--- src/rtl/pwm_fault_pkg.sv ---
package pwm_fault_pkg;

  localparam int unsigned ADDR_W = 3;
  localparam int unsigned DATA_W = 32;

  localparam logic [ADDR_W-1:0] A_POL  = 3'd0;
  localparam logic [ADDR_W-1:0] A_MODE = 3'd1;
  localparam logic [ADDR_W-1:0] A_FILT = 3'd2;
  localparam logic [ADDR_W-1:0] A_CLR  = 3'd3;
  localparam logic [ADDR_W-1:0] A_STAT = 3'd4;
  localparam logic [ADDR_W-1:0] A_MASK = 3'd5;
  localparam logic [ADDR_W-1:0] A_FVAL = 3'd6;

  // input level matches the programmed active level
  function automatic logic fault_hit(input logic lvl, input logic pol);
    return lvl == pol;
  endfunction

  // channel forced when any enabled fault is active
  function automatic logic any_enabled(input logic [7:0] mask, input logic [7:0] act);
    return |(mask & act);
  endfunction

endpackage

--- src/rtl/pfg_input.sv ---
module pfg_input (
  input  logic clk,
  input  logic rst_n,
  input  logic din,
  input  logic filt_en,
  output logic level_o,
  output logic cond_o
);
  logic s1_q, s2_q, s3_q, flt_q;
  logic stable_w;

  assign stable_w = (s2_q == s3_q);

  always_ff @(posedge clk or negedge rst_n) begin
    if (!rst_n) begin
      s1_q  <= 1'b0;
      s2_q  <= 1'b0;
      s3_q  <= 1'b0;
      flt_q <= 1'b0;
    end else begin
      s1_q <= din;
      s2_q <= s1_q;
      s3_q <= s2_q;
      if (stable_w) flt_q <= s2_q;
    end
  end

  assign level_o = s2_q;
  assign cond_o  = filt_en ? flt_q : s2_q;

  // the filtered value only moves to a value seen on two successive samples
  p_filter_accept_r6: assert property (@(posedge clk) disable iff (!rst_n)
    !$stable(flt_q) |-> ($past(s2_q) == flt_q && $past(s3_q) == flt_q));

endmodule

--- src/rtl/pfg_latch.sv ---
module pfg_latch (
  input  logic clk,
  input  logic rst_n,
  input  logic hit,
  input  logic latch_mode,
  input  logic clr,
  output logic active_o
);
  logic act_q;

  always_ff @(posedge clk or negedge rst_n) begin
    if (!rst_n)           act_q <= 1'b0;
    else if (hit)         act_q <= 1'b1;
    else if (!latch_mode) act_q <= 1'b0;
    else if (clr)         act_q <= 1'b0;
  end

  assign active_o = act_q;

  p_set_on_hit_r2: assert property (@(posedge clk) disable iff (!rst_n)
    hit |=> act_q);

  p_follow_release_r3: assert property (@(posedge clk) disable iff (!rst_n)
    (!latch_mode && !hit) |=> !act_q);

  p_latched_hold_r4: assert property (@(posedge clk) disable iff (!rst_n)
    (latch_mode && act_q && !clr) |=> act_q);

  p_early_clear_ignored_r5: assert property (@(posedge clk) disable iff (!rst_n)
    (clr && hit) |=> act_q);

endmodule

--- src/rtl/pfg_regs.sv ---
module pfg_regs
  import pwm_fault_pkg::*;
#(
  parameter int unsigned N_FAULT = 6,
  parameter int unsigned N_CHAN  = 4
) (
  input  logic                            clk,
  input  logic                            rst_n,
  input  logic                            wr_en,
  input  logic [ADDR_W-1:0]               wr_addr,
  input  logic [DATA_W-1:0]               wr_data,
  input  logic [ADDR_W-1:0]               rd_addr,
  output logic [DATA_W-1:0]               rd_data,
  input  logic [N_FAULT-1:0]              active_i,
  input  logic [N_FAULT-1:0]              level_i,
  output logic [N_FAULT-1:0]              pol_o,
  output logic [N_FAULT-1:0]              mode_o,
  output logic [N_FAULT-1:0]              filt_o,
  output logic [N_FAULT-1:0]              clr_o,
  output logic [N_CHAN-1:0][N_FAULT-1:0]  mask_o,
  output logic [N_CHAN-1:0]               fvh_o,
  output logic [N_CHAN-1:0]               fvl_o
);
  localparam int unsigned LANE = 8;

  logic unused_wdata;
  assign unused_wdata = ^wr_data;

  always_ff @(posedge clk or negedge rst_n) begin
    if (!rst_n) begin
      pol_o  <= '1;
      mode_o <= '0;
      filt_o <= '0;
      mask_o <= '0;
      fvh_o  <= '0;
      fvl_o  <= '0;
    end else if (wr_en) begin
      case (wr_addr)
        A_POL:  pol_o  <= wr_data[N_FAULT-1:0];
        A_MODE: mode_o <= wr_data[N_FAULT-1:0];
        A_FILT: filt_o <= wr_data[N_FAULT-1:0];
        A_MASK: for (int c = 0; c < N_CHAN; c++) mask_o[c] <= wr_data[LANE*c +: N_FAULT];
        A_FVAL: begin
          fvh_o <= wr_data[N_CHAN-1:0];
          fvl_o <= wr_data[LANE +: N_CHAN];
        end
        default: ;
      endcase
    end
  end

  // clear is a one-cycle pulse, never stored
  assign clr_o = (wr_en && wr_addr == A_CLR) ? wr_data[N_FAULT-1:0] : '0;

  always_comb begin
    rd_data = '0;
    case (rd_addr)
      A_POL:  rd_data[N_FAULT-1:0] = pol_o;
      A_MODE: rd_data[N_FAULT-1:0] = mode_o;
      A_FILT: rd_data[N_FAULT-1:0] = filt_o;
      A_STAT: begin
        rd_data[N_FAULT-1:0]     = active_i;
        rd_data[LANE +: N_FAULT] = level_i;
      end
      A_MASK: for (int c = 0; c < N_CHAN; c++) rd_data[LANE*c +: N_FAULT] = mask_o[c];
      A_FVAL: begin
        rd_data[N_CHAN-1:0]     = fvh_o;
        rd_data[LANE +: N_CHAN] = fvl_o;
      end
      default: rd_data = '0;
    endcase
  end

endmodule

--- src/rtl/pfg_chan.sv ---
module pfg_chan
  import pwm_fault_pkg::*;
#(
  parameter int unsigned N_FAULT = 6
) (
  input  logic [N_FAULT-1:0] mask,
  input  logic [N_FAULT-1:0] active,
  input  logic               fv_hi,
  input  logic               fv_lo,
  input  logic               ovr_hi,
  input  logic               ovr_lo,
  output logic               out_hi,
  output logic               out_lo,
  output logic               forced_o
);
  assign forced_o = any_enabled(8'(mask), 8'(active));
  assign out_hi   = forced_o ? fv_hi : ovr_hi;
  assign out_lo   = forced_o ? fv_lo : ovr_lo;
endmodule

--- src/rtl/pwm_fault_guard.sv ---
module pwm_fault_guard
  import pwm_fault_pkg::*;
#(
  parameter int unsigned N_FAULT = 6,   // at most 8: one byte lane per channel mask
  parameter int unsigned N_CHAN  = 4    // at most 4: four lanes in a data word
) (
  input  logic                 clk,
  input  logic                 rst_n,
  input  logic [N_FAULT-1:0]   fault_in,
  input  logic [N_CHAN-1:0]    ovr_hi,
  input  logic [N_CHAN-1:0]    ovr_lo,
  input  logic                 wr_en,
  input  logic [ADDR_W-1:0]    wr_addr,
  input  logic [DATA_W-1:0]    wr_data,
  input  logic [ADDR_W-1:0]    rd_addr,
  output logic [DATA_W-1:0]    rd_data,
  output logic [N_CHAN-1:0]    pwm_hi,
  output logic [N_CHAN-1:0]    pwm_lo,
  output logic [N_FAULT-1:0]   fault_active
);
  logic [N_FAULT-1:0]             pol_w, mode_w, filt_w, clr_w;
  logic [N_FAULT-1:0]             level_w, cond_w, hit_w, act_w;
  logic [N_CHAN-1:0][N_FAULT-1:0] mask_w;
  logic [N_CHAN-1:0]              fvh_w, fvl_w, forced_w;

  pfg_regs #(.N_FAULT(N_FAULT), .N_CHAN(N_CHAN)) u_regs (
    .clk(clk), .rst_n(rst_n),
    .wr_en(wr_en), .wr_addr(wr_addr), .wr_data(wr_data),
    .rd_addr(rd_addr), .rd_data(rd_data),
    .active_i(act_w), .level_i(level_w),
    .pol_o(pol_w), .mode_o(mode_w), .filt_o(filt_w), .clr_o(clr_w),
    .mask_o(mask_w), .fvh_o(fvh_w), .fvl_o(fvl_w)
  );

  for (genvar f = 0; f < N_FAULT; f++) begin : g_fault
    pfg_input u_in (
      .clk(clk), .rst_n(rst_n), .din(fault_in[f]), .filt_en(filt_w[f]),
      .level_o(level_w[f]), .cond_o(cond_w[f])
    );

    assign hit_w[f] = fault_hit(cond_w[f], pol_w[f]);

    pfg_latch u_latch (
      .clk(clk), .rst_n(rst_n), .hit(hit_w[f]), .latch_mode(mode_w[f]),
      .clr(clr_w[f]), .active_o(act_w[f])
    );
  end

  for (genvar c = 0; c < N_CHAN; c++) begin : g_chan
    pfg_chan #(.N_FAULT(N_FAULT)) u_chan (
      .mask(mask_w[c]), .active(act_w),
      .fv_hi(fvh_w[c]), .fv_lo(fvl_w[c]),
      .ovr_hi(ovr_hi[c]), .ovr_lo(ovr_lo[c]),
      .out_hi(pwm_hi[c]), .out_lo(pwm_lo[c]), .forced_o(forced_w[c])
    );

    p_fault_wins_r7: assert property (@(posedge clk) disable iff (!rst_n)
      forced_w[c] |-> (pwm_hi[c] == fvh_w[c] && pwm_lo[c] == fvl_w[c]));

    p_pass_through_r7: assert property (@(posedge clk) disable iff (!rst_n)
      !forced_w[c] |-> (pwm_hi[c] == ovr_hi[c] && pwm_lo[c] == ovr_lo[c]));
  end

  assign fault_active = act_w;

  p_status_matches_r8: assert property (@(posedge clk) disable iff (!rst_n)
    (rd_addr == A_STAT) |-> (rd_data[N_FAULT-1:0] == fault_active));

endmodule

--- config.mk ---
export PLATFORM = sky130hd
export DESIGN_NAME = pwm_fault_guard
export DESIGN_NICKNAME = d
export VERILOG_FILES = /design/src/rtl/pwm_fault_pkg.sv /design/src/rtl/pfg_input.sv /design/src/rtl/pfg_latch.sv /design/src/rtl/pfg_regs.sv /design/src/rtl/pfg_chan.sv /design/src/rtl/pwm_fault_guard.sv
export SDC_FILE = /design/constraint.sdc
export NUM_CORES = 1
export LEC_CHECK = 0
export BUFFER_PORTS_ARGS = -buffer_cell sky130_fd_sc_hd__buf_2
export CAP_MARGIN = 20
export CORE_MARGIN = 2
export CORE_UTILIZATION = 37
export DETAILED_ROUTE_END_ITERATION = 8
export GPL_TIMING_DRIVEN = 0
export SKIP_CTS_REPAIR_TIMING = 1
export SYNTH_ARGS = -nofsm -noshare
export SYNTH_HDL_FRONTEND = slang
export SYNTH_SLANG_ARGS = --single-unit
--- constraint.sdc ---
create_clock -name clk -period 1.7 [get_ports clk]
set_input_delay 0.17 -clock clk [delete_from_list [all_inputs] [get_ports clk]]
set_output_delay 0.17 -clock clk [all_outputs]
set_load 0.01 [all_outputs]
* Yosys cells after proc, flatten, opt, wreduce, memory -nomap -nowiden
Cells that the tools add are included.
Storage, ports and cells: output and inout bits 46, flip-flop bits (word level) 80
Operators by class: reduce and logical (&&, ||, !) cells 12, muxes and demuxes 39, bitwise gates (word level) 4, equal/unequal tests 28
Operators by type and width (count):
- two-way mux 1 bit | 32
- OR reduction 8 bit | 4
- bitwise AND 6 bit | 4
- one-hot mux 4 bit (6 select lines) | 1
- two-way mux 6 bit | 3
- inequality test 3 x 2 -> 1 bit, second input constant | 6
- equality test 3 bit, second input constant | 5
- equality test 1 bit | 12
- one-hot mux 4 bit (3 select lines) | 1
- one-hot mux 2 bit (5 select lines) | 1
- AND reduction 2 bit | 5
- equality test 3 x 2 -> 1 bit, second input constant | 3
- equality test 3 x 1 -> 1 bit, second input constant | 2
- zero test 3 bit | 2
- one-hot mux 2 bit (2 select lines) | 1
- logical AND 1 bit | 1

* Logic depth before layout (Yosys ltp)
Gate-level depths: netlist (run 1).
depth in word-level cells 6, mapped depth 5, gate-level depth less buffers 3

* Hierarchy
A second synthesis (run 1) with hierarchy kept.
Unflattened totals: cell total of the unflattened synthesis 288, area total of the unflattened synthesis 3963.8 sq um
By module, submodules not included:
- pfg_regs | area each 2655.0 sq um, seq. area each 1258.7 sq um, cells each 204, times used 1
- pfg_input | area each 126.4 sq um, seq. area each 100.1 sq um, cells each 6, times used 6
- pfg_chan | area each 70.1 sq um, seq. area each 0.0 sq um, cells each 6, times used 4
- pfg_latch | area each 36.3 sq um, seq. area each 25.0 sq um, cells each 3, times used 6
- pwm_fault_guard | area each 52.6 sq um, seq. area each 0.0 sq um, cells each 6, times used 1

* Worst setup path before layout (run 1)
OpenSTA, ideal clock, no wires.
path kind register -> output, start point register g_fault[4].u_latch.act_q, end point output pwm_hi[0], slack 0.409 ns, required time 1.530 ns, arrival 1.121 ns, cell stages (with the launch flop) 5, path through dfrtp_1 a22oi_1 nand3_1 mux2_2 buf_4
On the way: longest elaborated chain between the ends 3
RTL lines:
- start: declaration | RTL line pfg_latch.sv:9 | logic act_q;
- start signal: assignment | RTL line pfg_latch.sv:12 | if (!rst_n) act_q <= 1'b0;
- start signal: assignment | RTL line pfg_latch.sv:13 | else if (hit) act_q <= 1'b1;
- start signal: assignment | RTL line pfg_latch.sv:14 | else if (!latch_mode) act_q <= 1'b0;
- bitwise AND 6 bit | RTL line pwm_fault_pkg.sv:21 | return |(mask & act);
- OR reduction 8 bit | RTL line pwm_fault_pkg.sv:21
- two-way mux 1 bit | RTL line pfg_chan.sv:17 | assign out_hi = forced_o ? fv_hi : ovr_hi;
- end: declaration | RTL line pwm_fault_guard.sv:17 | output logic [N_CHAN-1:0] pwm_hi,
No other way between the ends.

* Worst setup path in the final report (run 1)
start point register g_fault[1].u_latch.act_q, end point output pwm_lo[0]
On the way: longest elaborated chain between the ends 3
RTL lines:
- start: declaration | RTL line pfg_latch.sv:9
- start signal: assignment | RTL line pfg_latch.sv:12
- start signal: assignment | RTL line pfg_latch.sv:13
- start signal: assignment | RTL line pfg_latch.sv:14
- bitwise AND 6 bit | RTL line pwm_fault_pkg.sv:21
- OR reduction 8 bit | RTL line pwm_fault_pkg.sv:21
- two-way mux 1 bit | RTL line pfg_chan.sv:18 | assign out_lo = forced_o ? fv_lo : ovr_lo;
- end: declaration | RTL line pwm_fault_guard.sv:18 | output logic [N_CHAN-1:0] pwm_lo,
No other way between the ends.

==> impl_metrics.ini, run 1 <==
[sta]
relSlewSlack_pct = 55.4
hold_viol = 0
rsz0062_at_grt = yes
fin_crit_ns = 1.93
tightest_slew_ns = 0.666
period_share_pct = 114
slew_violations = 0
fmax_mhz = 518
post-route-worst-setup-slack_ns = -0.230
fin_skew_ns = 0.00595
setup_violations = 9

[routing]
routed_wl_um = 9690
via_per_inst = 4.95
final_antenna_net_count = 0
dr.pass1.iters = 4
drt_iter0_drc = 94
vias = 2674
detail_route.wl_per_cell_um = 18.0
drcViolationCount = 0

[layout]
area_growth_pct = 26.6
stdcell_area_um2 = 5000
drive_above_1_share_pct = 57.7
fillers = 952
antenna_cells = 0
layout_commonest_cell = buf_2
multi_input_area_um2 = 1850
num-nets-final = 454
final_cell_mix = buf_2, dfrtp_1, mux2_2
regArea_um2 = 2020

[floorplan]
std_cell_rows = 37
ios = 101
die_y_um = 107
core_region_area_um2 = 10400
die_area_um2 = 11500
start_util_pct = 38.1
die_w_um = 107

[logic_synthesis]
seq_area_frac_synth_pct = 50.8
synth_mux_area_share_pct = 25.1
synth_area_leaders = dfrtp_1, mux2_2, mux2_4
yosys.area_share.simple_pct = 8.26
synth_async_sr_flop_share_pct = 100
synth_compound_area_share_pct = 6.55
synth_top_family_by_area = multiplexers
dominantRegCellSynth = dfrtp_1
synth_adder_area_share_pct = 1.52
synth_top_area_share_pct = 46.8
synth_cell_types = 37
yosysTopAreaCell = dfrtp_1
syn_avg_cell_area_um2 = 13.5
synth_area_um2 = 3950
syn_inst = 293
ys_warn_count = 0
synth_xor_area_share_pct = 1.33
synth_edf_count = 0
synth-seq-cells = 80

[cts]
cts_buffer_depth = 2
cts_sinks = 80
numCtsBuffers = 9
clk_latency_ns = 0.35
cts_tree = built
root_buffer = clkbuf_8
htree_levels = 3
cts.reportedPaths.clkPinSlew_ns = 0.08

[global_routing]
grt_use_met3_pct = 3.75
met2_usage_pct = 24.5
grt_busiest_layer = met1
track_usage_pct = 17.3
antenna_found_initial = 0
globalRouteMet1Util_pct = 26.4
grt_max_degree = 63
grt_pass1_wl_um = 14800
grt.overflow.total = 0
grt_pass1_vias = 2612

[worst_setup_path]
end_kind = output port
crit_type = flip-flop to output port
cp-start-kind = flip-flop
cp_slowest_cell = dfrtp_2
worstPathCellList = a22oi_2 -> nand3_2 -> mux2_2 -> buf_4 -> buf_2
slowest_delay_ns = 0.50
crit_family = flip-flops
arrival_ns = 1.76
cp.required_ns = 1.53
path_max_fanout = 7
path_buf_inv = 2

[outcome]
violations = setup timing
status = finished, violations left

[power_and_ir_drop]
p_int_uw = 4100
pwr-share-seq_pct = 46.7
sw_frac_of_total_pct = 31.5
peakVddDrop_uv = 504
p_clk_share_pct = 22.9
leakagePower_uw = 0.00239
p_per_area_nw_per_um2 = 1200
power.switching_uw = 1890
comb_power_share_pct = 30.4

[worst_hold_path]
hold_class = input port to flip-flop

[place]
gp_congestion = 0.834
place_area_um2 = 4580
io_buffer_count = 80
pre_cts_slack_ns = 0.00549
hpwl_um = 6830

[run]
maxCapViolations = 0
[cell type report]
type / instances / share of cell area (%)
Buffer: 31 / 4.33
Clock buffer: 10 / 2.55
Clock inverter: 6 / 1.20
Inverter: 1 / 0.0750
Multi-Input combinational cell: 184 / 37.0
Sequential cell: 80 / 40.3
Tap cell: 136 / 3.40
Timing Repair Buffer: 92 / 11.2
[worst register-to-register path: cells and delay by family (launching register included)]
| kind | cells | cell delay (ns) |
|---|---|---|
| buf+inv | 1 | 0.11 |
| flops | 1 | 0.55 |
| xor+xnor | 1 | 0.06 |
| compound gates | 1 | 0.21 |
[worst paths after layout]
path,from,endpoint,slack (ns),depth (start not counted)
max,g_fault[1].u_latch.active_o,pwm_lo[0],-0.23,5
min in group asynchronous,rst_n,g_fault[2].u_in.flt_q,0.24,2
max reg2reg,u_regs.pol_o[4],g_fault[4].u_latch.active_o,0.67,3
min,wr_data[29],u_regs.mask_o[23],0.05,2
min reg2reg,g_fault[4].u_in.s1_q,g_fault[4].u_in.level_o,0.35,0
max in group asynchronous,rst_n,u_regs.pol_o[1],0.83,3
[power groups by stage]
stage               sequential (uW)  clock (uW)  combinational [uW]
CTS                            2720        1400                1630
finish                         2800        1370                1820
global placement               2730           0                1590
floorplan                      2570           0                1190
global route                   2840        1490                1990
detailed placement             2750           0                1620
[sequential cells by signal, summed over array words and instances (netlist names)]
register                  flops
u_regs.mask_o                24
g_fault.u_in.flt_q            6
g_fault.u_in.level_o          6
g_fault.u_in.s1_q             6
g_fault.u_in.s3_q             6
g_fault.u_latch.active_o      6
u_regs.filt_o                 6
u_regs.mode_o                 6
u_regs.pol_o                  6
u_regs.fvh_o                  4
u_regs.fvl_o                  4
[through the flow]
step | total power [uW] | utilization, % | setup TNS [ns] | hold WS (ns) | instances
after detailed placement | 4370 | 44.2 | 0 | 0.0692 | 517
after global placement | 4320 | 43.9 | -10.42 | 0.278 | 516
after global routing | 6320 | 48.3 | -2.32 | 0.0320 | 540
final | 5990 | 48.3 | -1.63 | 0.0522 | 540
after CTS | 5740 | 46.0 | -3.00 | -0.315 | 533
after floorplan | 3760 | - | 0 | -0.126 | 300
[metal layers]
metal	share of wire (%)	vias to the layer above	wire length, um
li1	-	1250	-
met2	44	94	4220
met1	50	1322	4830
met3	5.7	8	548
met4	0.98	0	95
met5	0	-	0
[cells by family (layout without fill, tap and decap cells)]
family,Yosys count,in the layout
compound gates,32,32
buf+inv,36,140
xor+xnor,6,6
flops,80,80
fa+ha+maj,6,6
simple gates,49,49
other cells,1,8
mux,83,83
[cell usage after synthesis, types with 2 or more instances]
master	instances
a31o_2	3
nand2b_1	3
buf_6	2
maj3_1	6
o22a_1	3
dfstp_2	6
mux2_2	40
o221ai_1	3
nand2_1	15
clkbuf_1	2
mux2_4	20
nand3_1	4
a31o_1	3
o22ai_1	2
mux2i_1	22
a22oi_1	12
xor2_1	6
o2bb2ai_1	4
and2_1	16
dfrtp_1	74
buf_4	24
buf_2	7
nor2_1	2
(Power assumes the default switching activity.)
==> inputs of run 2 (changes only) <==
==> constraint.sdc (replaced) <==
create_clock -name clk -period 2.15 [get_ports clk]
set_input_delay 0.215 -clock clk [delete_from_list [all_inputs] [get_ports clk]]
set_output_delay 0.215 -clock clk [all_outputs]
set_load 0.01 [all_outputs]
==> run 2 against run 1 <==
The run now ends clean. First-iteration DRC count rose by 7.4%. Setup slack improved by 0.33 ns. Clock power fell by 20%. Cell area fell by 3.3%. Flip-flop and latch count did not move. Critical path depth did not move. Largest power group unchanged. Power fell by 24%. Register-to-register slack improved by 0.46 ns. Critical endpoint is now pwm_hi[3]. Non-clock buffer count did not move.
==> impl_metrics.ini, run 2 (synthesis results as in run 1) <==
[layout]
final_cell_mix = buf_2, dfrtp_1, mux2_2
top_register = u_regs.mask_o
largest_reg_flops = 24
antenna_cells = 0
num-nets-final = 454
area_growth_pct = 22.5
drive_above_1_share_pct = 51.2
layout_commonest_cell = buf_2
instances_no_fill = 540
utilization_pct = 46.7
fillers = 954

[floorplan]
start_util_pct = 38.1
die_area_um2 = 11500
core_region_area_um2 = 10400
die_y_um = 107
die_w_um = 107
ios = 101
std_cell_rows = 37

[global_routing]
grt_pass1_wl_um = 14800
grt_pass1_vias = 2612
track_usage_pct = 17.3
grt_max_degree = 63
antenna_found_initial = 0
grt.overflow.total = 0

[routing]
final_antenna_net_count = 0
detail_route.wl_per_cell_um = 17.6
drcViolationCount = 0
routed_wl_um = 9480
vias = 2665
drt_iter0_drc = 101
dr.pass1.iters = 4
via_per_inst = 4.94

[power_and_ir_drop]
peakVddDrop_uv = 397
leakagePower_uw = 0.00234
p_per_area_nw_per_um2 = 934

[worst_setup_path]
crit_type = flip-flop to output port
regToRegStartpoint = u_regs.filt_o[3]
r2r_end = g_fault[3].u_latch.active_o
slowest_delay_ns = 0.49
path_depth = 5
crit_end = pwm_hi[3]
cp-startpoint = g_fault[2].u_latch.active_o
reg2reg_depth = 3
cp.required_ns = 1.93
cp-start-kind = flip-flop
cp_slowest_cell = dfrtp_1
end_kind = output port
arrival_ns = 1.84
worstPathCellList = a22oi_1 -> nand3_1 -> mux2_2 -> buf_4 -> buf_2
path_max_fanout = 7
crit_family = flip-flops
ff2ff_setup_slack_ns = 1.13
path_buf_inv = 2

[sta]
fin_skew_ns = 0.00551
fmax_mhz = 487
slew_violations = 0
setup_violations = 0
worst_hold_slack_ns = 0.0989
relSlewSlack_pct = 56.0
hold_viol = 0
fin_crit_ns = 2.05
period_share_pct = 95.5
rsz0062_at_grt = no
tightest_slew_ns = 0.658
fin_tns_setup_ns = 0

[cts]
clk_latency_ns = 0.35
cts_tree = built
cts.reportedPaths.clkPinSlew_ns = 0.08
cts_sinks = 80
htree_levels = 3
root_buffer = clkbuf_8
cts_buffer_depth = 2
numCtsBuffers = 9

[place]
dp_cells = 517
io_buffer_count = 80
hpwl_um = 6830
gp_congestion = 0.834

[outcome]
status = completed

[run]
maxCapViolations = 0

[worst_hold_path]
hold_class = input port to flip-flop
==> run 2: worst reg2reg max path, delay by kind of cell, from the launching register on <==
kind	cells	cell delay, ns
AOI/OAI and AO/OA	1	0.21
xor gates and xnor gates	1	0.08
DFF	1	0.40
muxes	1	0.22
==> run 2: layout make-up <==
cell class              count  area [um2]  area share [%]
inverters                   1        3.75          0.0775
plain buffers              35         245            5.06
well taps                 136         170            3.51
flip-flops and latches     80        2010            41.6
clock inverters             6        60.1            1.24
multi-input cells         184        1720            35.6
clock buffers              10         128            2.64
repair buffers             88         500            10.3
==> run 2: routing by layer <==
layer / GRT usage (%) / up-vias / share of wire [%]
met1: 26.4 / 1308 / 50
met4: 4.67 / 0 / 0.78
met3: 3.75 / 7 / 7.1
met5: 0 / - / 0
met2: 24.5 / 99 / 43
li1: - / 1251 / -
==> run 2: worst min path at each step <==
stage / from / to / slack (ns) / cells past startpoint
after detailed placement: rst_n / g_fault[2].u_in.flt_q / 0.11 / 1
after global routing: wr_data[21] / u_regs.mask_o[17] / 0.08 / 2
after CTS: rst_n / g_fault[2].u_in.flt_q / -0.27 / 1
after floorplan: rst_n / g_fault[0].u_in.flt_q / -0.08 / 0
after global placement: fault_in[0] / g_fault[0].u_in.s1_q / 0.32 / 1
final: wr_data[21] / u_regs.mask_o[17] / 0.1 / 2
==> run 2: report_power, final <==
| part | internal, uW | switching, uW | leakage [uW] |
|---|---|---|---|
| logic | 787 | 495 | 0.00131 |
| registers | 1810 | 343 | 0.000934 |
| clock network | 531 | 555 | 0.0000920 |
==> run 2: stage by stage <==
| stage | cell area (um2) | setup slack [ns] | total power (uW) |
|---|---|---|---|
| 6_report | 4840 | 0.0961 | 4520 |
| 5_1_grt | 4840 | 0.00171 | 4780 |
| 4_1_cts | 4770 | 0.0416 | 4540 |
| 3_5_place_dp | 4580 | 0.365 | 3450 |
| 3_3_place_gp | 4550 | 0.257 | 3420 |
| 2_1_floorplan | 3980 | 0.814 | 2980 |
==> inputs of run 3 (changes only) <==
--- a/config.mk
+++ b/config.mk
@@ -6,7 +6,6 @@
 export NUM_CORES = 1
 export LEC_CHECK = 0
 export BUFFER_PORTS_ARGS = -buffer_cell sky130_fd_sc_hd__buf_2
-export CAP_MARGIN = 20
 export CORE_MARGIN = 2
 export CORE_UTILIZATION = 37
 export DETAILED_ROUTE_END_ITERATION = 8
==> constraint.sdc (replaced) <==
create_clock -name clk -period 2.15 [get_ports clk]
set_input_delay 0.5375 -clock clk [delete_from_list [all_inputs] [get_ports clk]]
set_output_delay 0.5375 -clock clk [all_outputs]
set_load 0.01 [all_outputs]
==> run 3 against run 2 <==
The run now ends with setup timing left. Non-clock buffer count is 7 lower. Final cell count fell by 1.3%. Power increased by 3.9%. Combinational power increased by 11%. Cell area rose by 2.3%. Clock-buffer cell count is the same. Via count decreased by 0.56%. Register-to-register slack barely moved. Critical endpoint is now pwm_lo[0]. Largest cell class unchanged.
==> impl_metrics.ini, run 3 (synthesis results as in run 1) <==
[run]
maxCapViolations = 0

[sta]
period_share_pct = 107
post-route-worst-setup-slack_ns = -0.143
fin_crit_ns = 2.29
relSlewSlack_pct = 55.7
worst_hold_slack_ns = 0.0562
slew_violations = 0
fin_skew_ns = 0.00477
setup_violations = 9
hold_viol = 0
tightest_slew_ns = 0.662
fmax_mhz = 436
rsz0062_at_grt = yes

[worst_setup_path]
end_kind = output port
arrival_ns = 1.76
cp-start-kind = flip-flop
cp.required_ns = 1.61
path_max_fanout = 7
crit_type = flip-flop to output port

[layout]
drive_above_1_share_pct = 58.9
num-nets-final = 447
largest_reg_flops = 24
top_register = u_regs.mask_o
fillers = 952
area_growth_pct = 25.3
antenna_cells = 0
utilization_pct = 47.8
layout_commonest_cell = buf_2
final_cell_mix = buf_2, dfrtp_1, mux2_2

[floorplan]
die_y_um = 107
ios = 101
core_region_area_um2 = 10400
start_util_pct = 38.1
std_cell_rows = 37
die_w_um = 107
die_area_um2 = 11500

[place]
gp_congestion = 0.834
hpwl_um = 6830
io_buffer_count = 80
pre_cts_slack_ns = -0.280

[global_routing]
grt_pass1_vias = 2612
grt_max_degree = 63
track_usage_pct = 17.3
grt_pass1_wl_um = 14800
grt.overflow.total = 0
antenna_found_initial = 0

[power_and_ir_drop]
leakagePower_uw = 0.00237
peakVddDrop_uv = 391
fin_total_pwr_uw = 4700
p_per_area_nw_per_um2 = 949

[routing]
vias = 2650
routed_wl_um = 9490
final_antenna_net_count = 0
dr.pass1.iters = 4
drt_iter0_drc = 114
detail_route.wl_per_cell_um = 17.8
drcViolationCount = 0
via_per_inst = 4.97

[outcome]
violations = setup timing
status = finished, violations left

[cts]
numCtsBuffers = 9
root_buffer = clkbuf_8
cts_sinks = 80
clk_latency_ns = 0.35
cts.reportedPaths.clkPinSlew_ns = 0.08
htree_levels = 3
cts_tree = built
cts_buffer_depth = 2

[worst_hold_path]
hold_class = input port to asynchronous set/reset pin
[run 3: cell count changes in the layout (fill, tap and decap cells not counted), sizes merged]
cell / change
clkbuf: +3
buf: -3
dlygate4sd3: -7
[run 3: area by class of cell]
class | count | area (um2) | share of cell area [%]
Inverter | 1 | 3.75 | 0.0758
Sequential cell | 80 | 2020 | 40.7
Clock inverter | 6 | 60.1 | 1.21
Buffer | 31 | 246 | 4.97
Clock buffer | 10 | 128 | 2.58
Timing Repair Buffer | 85 | 489 | 9.87
Multi-Input combinational cell | 184 | 1840 | 37.1
Tap cell | 136 | 170 | 3.43
[run 3: final timing paths]
check                                               to  slack, ns                        start  cells after the start
min in group clk                  g_fault[3].u_in.s1_q       0.29                  fault_in[3]                      1
hold / removal                   g_fault[2].u_in.flt_q       0.06                        rst_n                      1
max in group asynchronous              u_regs.pol_o[1]       1.47                        rst_n                      2
setup / recovery                             pwm_lo[0]      -0.14  g_fault[1].u_latch.active_o                      5
hold reg to reg                g_fault[4].u_in.level_o       0.35         g_fault[4].u_in.s1_q                      0
setup reg to reg           g_fault[4].u_latch.active_o       1.12             u_regs.filt_o[4]                      3
[run 3: where the power goes]
group / internal, uW / total, uW / switching [uW] / leakage [uW]
registers: 1820 / 2210 / 389 / 0.000932
clock network: 531 / 1080 / 547 / 0.0000920
logic: 882 / 1420 / 534 / 0.00134
[run 3: per-layer routing]
metal	track usage, %	wire (um)	vias to the layer above
li1	-	-	1233
met1	26.4	4640	1309
met2	24.5	4080	101
met3	3.75	700	7
met4	4.67	74	0
met5	0	0	-
[run 3: worst max-delay path: stages, from the launching register on]
cell and delay [ns]:
dfrtp_2 0.50, a22oi_2 0.24, nand3_2 0.13, mux2_2 0.29, buf_4 0.12, buf_2 0.13
[run 3: per-stage QoR]
step                      instance area [um2]  TNS [ns]  cells
after floorplan                          3980         0    300
after global placement                   4550     -6.85    516
after detailed placement                 4580     -2.77    517
after CTS                                4770     -4.75    533
after global routing                     4950     -1.43    533
final                                    4950    -0.818    533
